[config.mk]
export PLATFORM = sky130hd
export DESIGN_NAME = quad_enc_counter
export DESIGN_NICKNAME = d
export VERILOG_FILES = /design/src/rtl/quad_enc_counter.sv
export SDC_FILE = /design/constraint.sdc
export NUM_CORES = 1
export LEC_CHECK = 0
export BUFFER_PORTS_ARGS = -buffer_cell sky130_fd_sc_hd__buf_2
export CORE_ASPECT_RATIO = 0.8
export CORE_UTILIZATION = 56
export DETAILED_ROUTE_END_ITERATION = 7
export GPL_TIMING_DRIVEN = 0
export PLACE_DENSITY = 0.82
export SLEW_MARGIN = 5
export SYNTH_ARGS = -nofsm -noshare
export SYNTH_HDL_FRONTEND = slang
export SYNTH_SLANG_ARGS = --single-unit
[constraint.sdc]
create_clock -name clk -period 3.45 [get_ports clk]
set_clock_uncertainty 0.1 [all_clocks]
set_input_delay 0.345 -clock clk [delete_from_list [all_inputs] [get_ports clk]]
set_output_delay 0.345 -clock clk [all_outputs]
set_load 0.05 [all_outputs]
[src/rtl/quad_enc_counter.sv]
module quad_enc_counter #(
  parameter int CW = 16
) (
  input  logic          clk,
  input  logic          rst_n,
  input  logic          en,
  input  logic          cont_mode,
  input  logic [1:0]    flt_sel,
  input  logic          enc_a,
  input  logic          enc_b,
  input  logic [CW-1:0] reload,
  output logic [CW-1:0] count,
  output logic          dir_dn,
  output logic          ev_up2dn,
  output logic          ev_dn2up
);

  logic       raw  [2];
  logic       syn  [2];
  logic       flt  [2];
  logic       fltq [2];
  logic [2:0] stab [2];
  logic [2:0] lim;
  logic       moved;

  assign raw[0] = enc_a;
  assign raw[1] = enc_b;
  assign lim    = 3'((4'd1 << flt_sel) - 4'd1);

  for (genvar i = 0; i < 2; i++) begin : g_flt
    always_ff @(posedge clk or negedge rst_n) begin
      if (!rst_n) begin
        syn[i]  <= 1'b0;
        flt[i]  <= 1'b0;
        fltq[i] <= 1'b0;
        stab[i] <= '0;
      end else begin
        syn[i]  <= raw[i];
        fltq[i] <= flt[i];
        if (syn[i] == flt[i]) stab[i] <= '0;
        else if (stab[i] == lim) begin
          flt[i]  <= syn[i];
          stab[i] <= '0;
        end else stab[i] <= stab[i] + 3'd1;
      end
    end
  end

  logic a_chg, b_chg, step, up, go;
  assign a_chg = flt[0] ^ fltq[0];
  assign b_chg = flt[1] ^ fltq[1];
  assign step  = a_chg ^ b_chg;
  assign up    = a_chg ? (flt[0] != flt[1]) : (flt[0] == flt[1]);
  assign go    = step && en && cont_mode;

  always_ff @(posedge clk or negedge rst_n) begin
    if (!rst_n) begin
      count    <= '0;
      dir_dn   <= 1'b0;
      moved    <= 1'b0;
      ev_up2dn <= 1'b0;
      ev_dn2up <= 1'b0;
    end else begin
      ev_up2dn <= go && moved && !dir_dn && !up;
      ev_dn2up <= go && moved && dir_dn && up;
      if (go) begin
        moved  <= 1'b1;
        dir_dn <= !up;
        if (up) count <= (count >= reload) ? '0 : count + 1'b1;
        else    count <= (count == '0) ? reload : count - 1'b1;
      end
    end
  end

  AST_EVT_EXCL: assert property (@(posedge clk) disable iff (!rst_n)
    !(ev_up2dn && ev_dn2up));
  AST_UP2DN_PULSE: assert property (@(posedge clk) disable iff (!rst_n)
    ev_up2dn |=> !ev_up2dn);
  AST_DN2UP_PULSE: assert property (@(posedge clk) disable iff (!rst_n)
    ev_dn2up |=> !ev_dn2up);
  AST_UP2DN_DIR: assert property (@(posedge clk) disable iff (!rst_n)
    ev_up2dn |-> (dir_dn && !$past(dir_dn)));
  AST_DN2UP_DIR: assert property (@(posedge clk) disable iff (!rst_n)
    ev_dn2up |-> (!dir_dn && $past(dir_dn)));
  AST_HOLD_OFF: assert property (@(posedge clk) disable iff (!rst_n)
    !(en && cont_mode) |=> $stable(count));
  AST_BOTH_EDGE: assert property (@(posedge clk) disable iff (!rst_n)
    (a_chg && b_chg) |=> ($stable(count) && $stable(dir_dn)));
  AST_WRAP_UP: assert property (@(posedge clk) disable iff (!rst_n)
    (go && up && count == reload) |=> count == '0);
  AST_WRAP_DN: assert property (@(posedge clk) disable iff (!rst_n)
    (go && !up && count == '0 && $stable(reload)) |=> count == $past(reload));
  AST_FIRST_QUIET: assert property (@(posedge clk) disable iff (!rst_n)
    $rose(moved) |-> !(ev_up2dn || ev_dn2up));

endmodule

; ---- Word-level counts from Yosys, hierarchy flattened
; Cells that the tools add are included.
[op_classes]
n_eq_ne = 6
bitwise_logic = 5
n_shift = 1
magnitude_cmp = 1
addsub = 5
mux = 8
reduce_logical = 12
[ops]
columns = operator, count
row1 = 16-bit 2-to-1 mux, 3
row2 = 16-bit by 1-bit adder with 16-bit output (second input constant), 1
row3 = 16-bit greater-or-equal comparator, 1
row4 = 16-bit zero test, 1
row5 = 16-bit by 1-bit subtractor with 16-bit output (second input constant), 1
row6 = 3-bit 2-to-1 mux, 4
row7 = 1-bit logical AND, 7
row8 = 3-bit by 1-bit adder with 3-bit output (second input constant), 2
row9 = 3-bit equality test, 2
row10 = 2-bit AND reduction, 2
row11 = 1-bit equality test, 3
row12 = 1-bit by 2-bit << shifter with 3-bit output (first input constant), 1
row13 = 3-bit by 1-bit subtractor with 3-bit output (second input constant), 1
row14 = 1-bit bitwise XOR, 3
row15 = 1-bit zero test, 2
row16 = 1-bit NOT, 2
row17 = 1-bit 2-to-1 mux, 1
row18 = 1-bit inequality test, 1
[word_totals]
reg_bits = 32
input_bits = 24
word_cells = 51
output_inout_bits = 19

; ---- Logic depth before layout (Yosys ltp)
; Gate-level depths: netlist of the first run.
[logic_depth]
depth_word = 7
depth_mapped = 10
ltp_nobuf = 8

; ---- Worst setup path before layout of the first run
; No wires, ideal clock.
[synth_timing]
path_kind = reg-to-reg
startpoint = reg count[2]
endpoint = reg count[10]
period_less_slack_ns = 2.986
stages_incl_launch_ff = 11
t_arrival_ns = 2.762
setup_slack_ns = 0.464
n_path_buf = 4
path_cell_list = dfrtp_1 > buf_2 > or4_1 > or4_1 > clkbuf_1 > or2_1 > buf_6 > buf_6 > o21ai_2 > a21oi_1 > a211o_1
[synth_via]
elab_chain_cells = 3
[synth_lines]
columns = item, line_no
row1 = start: declaration, 12  ; output logic [CW-1:0] count,
row2 = start signal: assignment, 69  ; if (up) count <= (count >= reload) ? '0 : count + 1'b1;
row3 = start signal: assignment, 70  ; else count <= (count == '0) ? reload : count - 1'b1;
row4 = "16-bit by 1-bit subtractor with 16-bit output, or another cell as far along", 70
row5 = "16-bit 2-to-1 mux, on equally long branches", "70, 69"
row6 = 16-bit 2-to-1 mux (*), 69
; Every way passes the cells marked *; elsewhere a longest branch is shown, timed or not.
; A chain may end at the register's enable or synchronous reset.

; ---- Worst setup path in the final report of the first run
[layout_timing]
startpoint = reg count[2]
endpoint = reg count[4]
; The elaborated chain is that of the path after synthesis.

==> results of run 1 <==
[through the flow]
step	util, %	area, sq um
final	68.8	2950
after global routing	68.8	2950
after CTS	68.8	2950
after detailed placement	66.5	2850
after global placement	66.5	2850
after floorplan	-	2570
[kinds of logic (layout without fill, tap and decap cells)]
kind of cell | count (synthesis) | in the layout | synth area share (%)
and+or+nand+nor | 120 | 120 | 24.4
AOI/OAI and AO/OA | 75 | 75 | 19.8
buffers and inverters | 42 | 91 | 7.06
DFF | 32 | 32 | 31.2
adders and majority gates | 21 | 21 | 10.2
xor gates and xnor gates | 19 | 19 | 6.48
muxes | 2 | 2 | 0.877
[final cells by class]
class / instances / area share [%]
Buffer: 20 / 3.35
Clock buffer: 7 / 3.27
Inverter: 22 / 2.80
Multi-Input combinational cell: 237 / 53.8
Sequential cell: 32 / 27.2
Tap cell: 57 / 2.42
Timing Repair Buffer: 42 / 7.13
[layer usage]
metal / routed length, um / track usage (%)
met1: 3100 / 42.6
met2: 2910 / 46.2
met3: 658 / 5.99
met4: 91 / 11.1
met5: 0 / 0
[worst paths after layout]
| kind | from | endpoint | slack, ns | cells after the start |
|---|---|---|---|---|
| max | count[2] | count[4] | 0.46 | 10 |
| min | rst_n | count[12] | 0.02 | 1 |
| max reg2reg | count[2] | count[4] | 0.46 | 10 |
| min reg2reg | flt[0] | fltq[0] | 0.37 | 0 |
| max in group asynchronous | rst_n | flt[0] | 2.75 | 1 |
| min in group clk | enc_b | syn[0] | 0.06 | 1 |
[registers in the layout (all words and copies together) (netlist names)]
register  flops
dir_dn        1
syn           2
count        16
fltq          2
stab          6
moved         1
ev_dn2up      1
ev_up2dn      1
flt           2
[worst register-to-register path, delay by kind of cell (launching register included)]
family                 cells  cell delay (ns)
AOI/OAI and AO/OA          2             0.36
buffers and inverters      4             0.66
DFF                        1             0.40
and+or+nand+nor            4             1.37
[cell usage in the layout (no fill, tap or decap), types with 12 or more instances in the layout]
cell       n
ha_1      21
inv_1     22
o21ai_0   17
xnor2_1   14
clkbuf_1  16
a211oi_1  12
buf_2     43
a21oi_1   15
nor2_1    31
dfrtp_1   32
nand2_1   22
[report_power, final]
part	switching (W)	internal (W)
Combinational	0.000937	0.000474
Clock	0.000143	0.000178
Sequential	0.000141	0.000496
Total	0.00122	0.00115
[cell usage after synthesis, types with 3 or more instances]
master and number:
and4_1 3, nand4_1 8, xnor2_1 14, buf_6 3, or4_1 4, or3_1 7
clkbuf_1 16, ha_1 21, and3_1 5, a211o_1 7, nor3b_1 4, nand2b_1 4
o21ai_1 4, a21oi_1 15, o21ai_0 17, nor2_1 31, a221o_1 7, nand2_1 22
nor3_1 10, nor4_1 4, inv_1 22, a211oi_1 12, xor2_1 5, a31oi_1 3
nand3_1 6, nor2b_1 5, dfrtp_1 32
==> results_tabular.tex, run 1 <==
\begin{tabular}{lr}
\hline
Metric & Value \\
\hline
\multicolumn{2}{l}{\textbf{Worst setup path}} \\
\quad Slowest library cell on the worst path & or4\_1 \\
\quad Family with the most delay on the worst path & simple AND/OR/NAND/NOR gates \\
\quad Peak fanout along the critical path & 10 \\
\quad Data arrival at the endpoint of the critical path & 3.06 ns \\
\quad Critical path buffers and inverters & 4 \\
\quad CP endpoint kind & register \\
\quad Worst stage delay on the critical path & roughly 0.57 ns \\
\quad Category of the critical setup timing path & register to register \\
\quad Worst setup SP type & register \\
\quad CP Cell Sequence & buf\_2 -> or4\_1 -> or4\_1 -> clkbuf\_1 -> or2\_1 -> buf\_6 -> buf\_6 -> nor2\_1 -> a211oi\_1 -> a221o\_1 \\
\quad Required time worst endpoint & around 3.5 ns \\
\multicolumn{2}{l}{\textbf{Yosys}} \\
\quad Share of synthesized registers carrying an async set or reset & 100\% \\
\quad Avg Synthesized Cell Area & 8.26 sq um \\
\quad Number of warnings printed during yosys synthesis & 0 \\
\quad Most common flop cell mapped by yosys & dfrtp\_1 \\
\quad Main area contributors after synthesis & dfrtp\_1 (31\%), ha\_1 (10\%), xnor2\_1 (4.8\%) \\
\quad Number of flip-flops and latches in the synthesized netlist & 32 \\
\quad Post-synthesis cell type with the largest combined area & dfrtp\_1 \\
\quad Number of synthesized flops with an enable pin & 0 \\
\quad Top cell type's share of synthesized area & 31.2\% \\
\quad Number of instances in the synthesized netlist & 311 \\
\quad Sequential share of the synthesized area & a little under a third \\
\quad Net Count, Synth & roughly 360 \\
\quad Cell Area, Synth & 2570 sq um \\
\quad Distinct cell type count after synthesis & 44 \\
\multicolumn{2}{l}{\textbf{STA}} \\
\quad Setup WS post-layout & 0.460 ns \\
\quad Setup repair after global routing missed its margin & no \\
\quad Final Hold Violating Endpoints & 0 \\
\quad Shortest period the worst path allows & 2.99 ns \\
\quad Final sum of negative setup slack & 0 ns \\
\quad Setup violations, final & 0 \\
\quad Smallest hold slack & 0.0173 ns \\
\quad Max Clk Rate & about 330 MHz \\
\quad Fraction of the cycle the final worst path needs & a little under 90\% \\
\quad Worst slew pin tran & between 0.7 and 0.8 ns \\
\quad Max-Slew Margin vs Limit & just over 50\% \\
\quad Final-report max-slew violation count & 0 \\
\multicolumn{2}{l}{\textbf{Outcome}} \\
\quad Status & finished, final reports clean \\
\multicolumn{2}{l}{\textbf{Routing}} \\
\quad ANT nets after route & 0 \\
\quad Drt initial violations & roughly 330 \\
\quad Wire per inst & roughly 16 um \\
\quad Number of iterations in the first detailed-routing pass & 5 \\
\quad Average vias per placed instance & approximately 6.1 \\
\quad Residual DRC & 0 \\
\quad Final routed wirelength across all metal layers & $\sim$6.8 mm \\
\quad Routed via count & 2547 \\
\multicolumn{2}{l}{\textbf{Global route}} \\
\quad Number of antenna violations at the first check in global routing & 0 \\
\quad Maximum number of pins on one net before global-route repair & 33 \\
\quad Via count of the first global-routing pass & between 2k and 2.5k \\
\quad First-pass GRT wire length & between 10 and 15 mm \\
\quad Residual overflow from global routing & 0 \\
\quad All-layer global routing usage & about 30\% \\
\multicolumn{2}{l}{\textbf{Place}} \\
\quad Post-DP HPWL & around 5 mm \\
\quad Total placed cells including tap cells & 410 \\
\quad Routability-driven placement congestion ratio & just under 0.9 \\
\quad Number of port buffers & 42 \\
\quad Post-placement worst setup slack & $\sim$0.52 ns \\
\multicolumn{2}{l}{\textbf{Floorplanning}} \\
\quad Initial core utilization & about 60\% \\
\quad Die span in y & $\sim$63 um \\
\quad I/O Pins & 43 \\
\quad Die outline area & 4860 sq um \\
\quad Die boundary width & a little under 80 um \\
\quad Placeable core area & $\sim$4300 sq um \\
\quad Site Rows & 21 \\
\multicolumn{2}{l}{\textbf{Clock network}} \\
\quad Number of buffers added by the clock tree synthesis step & 5 \\
\quad Clock Root Buffer & clkbuf\_8 \\
\quad Max H-tree Level & 2 \\
\quad Post-CTS clock slew at the launch and capture registers of the worst setup and hold paths & roughly 0.07 ns \\
\quad CTS Hold Bufs & 0 \\
\quad Total of cells resized after clock tree synthesis & 0 \\
\quad Clock tree from TritonCTS & yes \\
\quad CTS max path bufs & 2 \\
\quad Setup Buffers After CTS & 0 \\
\quad Number of sinks driven by the clock tree & 32 \\
\quad Skew-Pair Late Insertion Delay & roughly 0.29 ns \\
\multicolumn{2}{l}{\textbf{Layout}} \\
\quad Final instance count without filler cells & 417 \\
\quad Sequential standard cell area & 801 sq um \\
\quad Layout overhead on the synthesized area & 14.7\% \\
\quad Net count reported at finish & approximately 410 \\
\quad Share of post-route cells with drive strength above 1 & around 16\% \\
\quad Antenna Cells & 0 \\
\quad Layout filler cell count & around 350 \\
\quad Multi-input logic area & $\sim$1600 sq um \\
\multicolumn{2}{l}{\textbf{Run}} \\
\quad Reported max-cap violation count & 0 \\
\multicolumn{2}{l}{\textbf{Pwr}} \\
\quad Total power & approximately 0.0024 W \\
\quad Maximum ir drop on the vdd rail & around 500 uV \\
\quad Leak pwr & roughly 1.4 nW \\
\quad Power per unit of standard cell area & 804 nW/um\^{}2 \\
\multicolumn{2}{l}{\textbf{Hold path}} \\
\quad Hold crit path type & input port to asynchronous set/reset pin \\
\hline
\end{tabular}
No activity file was read; power rests on OpenSTA's default activity.
==> run 2, diff against run 1 <==
==> constraint.sdc (replaced) <==
create_clock -name clk -period 3.45 [get_ports clk]
set_clock_uncertainty 0.1 [all_clocks]
set_input_delay 0.1725 -clock clk [delete_from_list [all_inputs] [get_ports clk]]
set_output_delay 0.1725 -clock clk [all_outputs]
set_load 0.05 [all_outputs]
==> results_tabular.tex, run 2 (synthesis results as in run 1) <==
\begin{tabular}{lr}
\hline
Metric & Value \\
\hline
\multicolumn{2}{l}{\textbf{Layout}} \\
\quad Number of flip-flops in the largest register & 16 (unchanged) \\
\quad Share of post-route cells with drive strength above 1 & 16.0\% (was 16.1\%) \\
\quad Commonest cells after routing, fill and taps aside & buf\_2 (43), dfrtp\_1 (32), nor2\_1 (31), inv\_1 (22), nand2\_1 (22) (unchanged) \\
\quad Layout filler cell count & 349 (was 351) \\
\quad Leading cell type in the layout, fill and taps excluded & buf\_2 (unchanged) \\
\quad Final design area excluding fillers & 2980 sq um (was 2950 sq um) \\
\quad Multi-input logic area & 1590 sq um (unchanged) \\
\quad Largest registers & count x16, stab x6 (unchanged) \\
\quad Net count reported at finish & 408 (was 405) \\
\quad Final instance count without filler cells & 420 (was 417) \\
\quad Layout overhead on the synthesized area & 15.9\% (was 14.7\%) \\
\quad Register with the highest flop count & count (unchanged) \\
\quad Antenna Cells & 0 (unchanged) \\
\quad Sequential standard cell area & 801 sq um (unchanged) \\
\multicolumn{2}{l}{\textbf{STA}} \\
\quad Worst slew pin tran & 0.746 ns (was 0.744 ns) \\
\quad Shortest period the worst path allows & 3.01 ns (was 2.99 ns) \\
\quad Max Clk Rate & 332 MHz (was 334 MHz) \\
\quad Final Hold Violating Endpoints & 0 (unchanged) \\
\quad Final-report max-slew violation count & 0 (unchanged) \\
\quad Fraction of the cycle the final worst path needs & 87.2\% (was 86.7\%) \\
\quad Setup violations, final & 0 (unchanged) \\
\quad Max-Slew Margin vs Limit & 50.2\% (was 50.4\%) \\
\quad Setup repair after global routing missed its margin & no (unchanged) \\
\quad Final sum of negative setup slack & 0 ns (unchanged) \\
\multicolumn{2}{l}{\textbf{Place}} \\
\quad Area of placed instances & 2850 sq um (unchanged) \\
\quad Total placed cells including tap cells & 410 (unchanged) \\
\quad Routability-driven placement congestion ratio & 0.891 (unchanged) \\
\quad Number of port buffers & 42 (unchanged) \\
\quad Post-DP HPWL & 4.86 mm (unchanged) \\
\multicolumn{2}{l}{\textbf{Pwr}} \\
\quad Total power & 0.00238 W (was 0.00237 W) \\
\quad Leak pwr & 1.39 nW (was 1.37 nW) \\
\quad Maximum ir drop on the vdd rail & 495 uV (was 490 uV) \\
\quad Power per unit of standard cell area & 798 nW/um\^{}2 (was 804 nW/um\^{}2) \\
\multicolumn{2}{l}{\textbf{Floorplanning}} \\
\quad Die span in y & 62.6 um (unchanged) \\
\quad Initial core utilization & 60.0\% (unchanged) \\
\quad Placeable core area & 4280 sq um (unchanged) \\
\quad Site Rows & 21 (unchanged) \\
\quad Die outline area & 4860 sq um (unchanged) \\
\quad I/O Pins & 43 (unchanged) \\
\quad Die boundary width & 77.7 um (unchanged) \\
\multicolumn{2}{l}{\textbf{Routing}} \\
\quad ANT nets after route & 0 (unchanged) \\
\quad Final routed wirelength across all metal layers & 6.88 mm (was 6.76 mm) \\
\quad Average vias per placed instance & 6.08 (was 6.11) \\
\quad Number of iterations in the first detailed-routing pass & 7 (was 5) \\
\quad Wire per inst & 16.4 um (was 16.2 um) \\
\quad Routed via count & 2554 (was 2547) \\
\quad Drt initial violations & 378 (was 334) \\
\quad Residual DRC & 0 (unchanged) \\
\multicolumn{2}{l}{\textbf{Global route}} \\
\quad First-pass GRT wire length & 11.6 mm (was 11.5 mm) \\
\quad Via count of the first global-routing pass & 2468 (was 2457) \\
\quad Number of antenna violations at the first check in global routing & 0 (unchanged) \\
\quad Maximum number of pins on one net before global-route repair & 33 (unchanged) \\
\quad Residual overflow from global routing & 0 (unchanged) \\
\quad All-layer global routing usage & 30.5\% (was 30.4\%) \\
\multicolumn{2}{l}{\textbf{Clock network}} \\
\quad Clock tree from TritonCTS & yes (unchanged) \\
\quad Post-CTS clock slew at the launch and capture registers of the worst setup and hold paths & 0.07 ns (about the same) \\
\quad Skew-Pair Late Insertion Delay & 0.30 ns (was 0.29 ns) \\
\quad Max H-tree Level & 2 (unchanged) \\
\quad Number of buffers added by the clock tree synthesis step & 5 (unchanged) \\
\quad CTS max path bufs & 2 (unchanged) \\
\quad Number of sinks driven by the clock tree & 32 (unchanged) \\
\quad Clock Root Buffer & clkbuf\_8 (unchanged) \\
\quad Total of cells resized after clock tree synthesis & 0 (unchanged) \\
\multicolumn{2}{l}{\textbf{Worst setup path}} \\
\quad Category of the critical setup timing path & register to register (unchanged) \\
\quad CP Cell Sequence & buf\_2 -> or4\_1 -> or4\_1 -> clkbuf\_1 -> or2\_1 -> buf\_6 -> buf\_6 -> nor2\_1 -> a211oi\_1 -> a221o\_1 (unchanged) \\
\quad Slowest library cell on the worst path & or4\_1 (unchanged) \\
\quad Required time worst endpoint & 3.53 ns (was 3.52 ns) \\
\quad Data arrival at the endpoint of the critical path & 3.09 ns (was 3.06 ns) \\
\quad CP endpoint kind & register (unchanged) \\
\quad Worst stage delay on the critical path & 0.57 ns (about the same) \\
\quad Peak fanout along the critical path & 10 (unchanged) \\
\quad Setup slack on the worst flop-to-flop path & 0.44 ns (was 0.46 ns) \\
\quad Worst setup SP type & register (unchanged) \\
\quad Critical path buffers and inverters & 4 (unchanged) \\
\quad Family with the most delay on the worst path & simple AND/OR/NAND/NOR gates (unchanged) \\
\multicolumn{2}{l}{\textbf{Run}} \\
\quad Reported max-cap violation count & 0 (unchanged) \\
\multicolumn{2}{l}{\textbf{Hold path}} \\
\quad Hold crit path type & input port to register (was input port to asynchronous set/reset pin) \\
\multicolumn{2}{l}{\textbf{Outcome}} \\
\quad Status & finished, final reports clean (unchanged) \\
\hline
\end{tabular}
## run 2: changes by cell type in the layout (fill, tap and decap cells not counted)
cell	delta
dlygate4sd3_1	+3
## run 2: area by class of cell
cell class / count / share of cell area, %
Timing Repair Buffer: 45 / 8.07
Sequential cell: 32 / 26.9
Inverter: 22 / 2.77
Multi-Input combinational cell: 237 / 53.3
Clock buffer: 7 / 3.24
Tap cell: 57 / 2.40
Buffer: 20 / 3.32
## run 2: repair_timing
item                      CTS  global route
hold endpoints to repair   34             0
hold buffers                3             0
buffers inserted            0             0
## run 2: power by group
group          switching [W]  leakage (nW)  internal, W
Combinational       0.000937         0.941     0.000476
Sequential          0.000142         0.396     0.000496
Clock               0.000148        0.0503     0.000178
Total                0.00123          1.39      0.00115
## run 2: path summary, 6_finish.rpt
path | start | end | depth (start not counted)
setup / recovery | count[2] | count[4] | 10
hold / removal | reload[10] | count[10] | 4
setup reg to reg | count[2] | count[4] | 10
hold reg to reg | flt[0] | fltq[0] | 0
max in group asynchronous | rst_n | flt[0] | 2
min in group asynchronous | rst_n | ev_up2dn | 2
## run 2: worst min-delay path, cell delays in order
cell	delay [ns]
buf_2	0.10
o21ai_2	0.05
a21oi_1	0.11
a211o_1	0.11
## run 2: through the flow
| stage | setup slack, ns | utilization [%] | hold slack [ns] |
|---|---|---|---|
| finish | 0.442 | 69.5 | 0.188 |
| global route | 0.263 | 69.5 | 0.207 |
| CTS | 0.498 | 69.5 | 0.192 |
| detailed placement | 0.516 | 66.5 | 0.182 |
| global placement | 0.538 | 66.5 | 0.175 |
| floorplan | 0.464 | - | -0.223 |
## run 2: routing by layer
layer | vias to the layer above | GRT usage, % | wire length [um]
li1 | 1229 | - | -
met4 | 0 | 11.1 | 125
met2 | 132 | 46.5 | 2970
met5 | - | 0 | 0
met1 | 1182 | 42.8 | 3170
met3 | 11 | 5.99 | 612
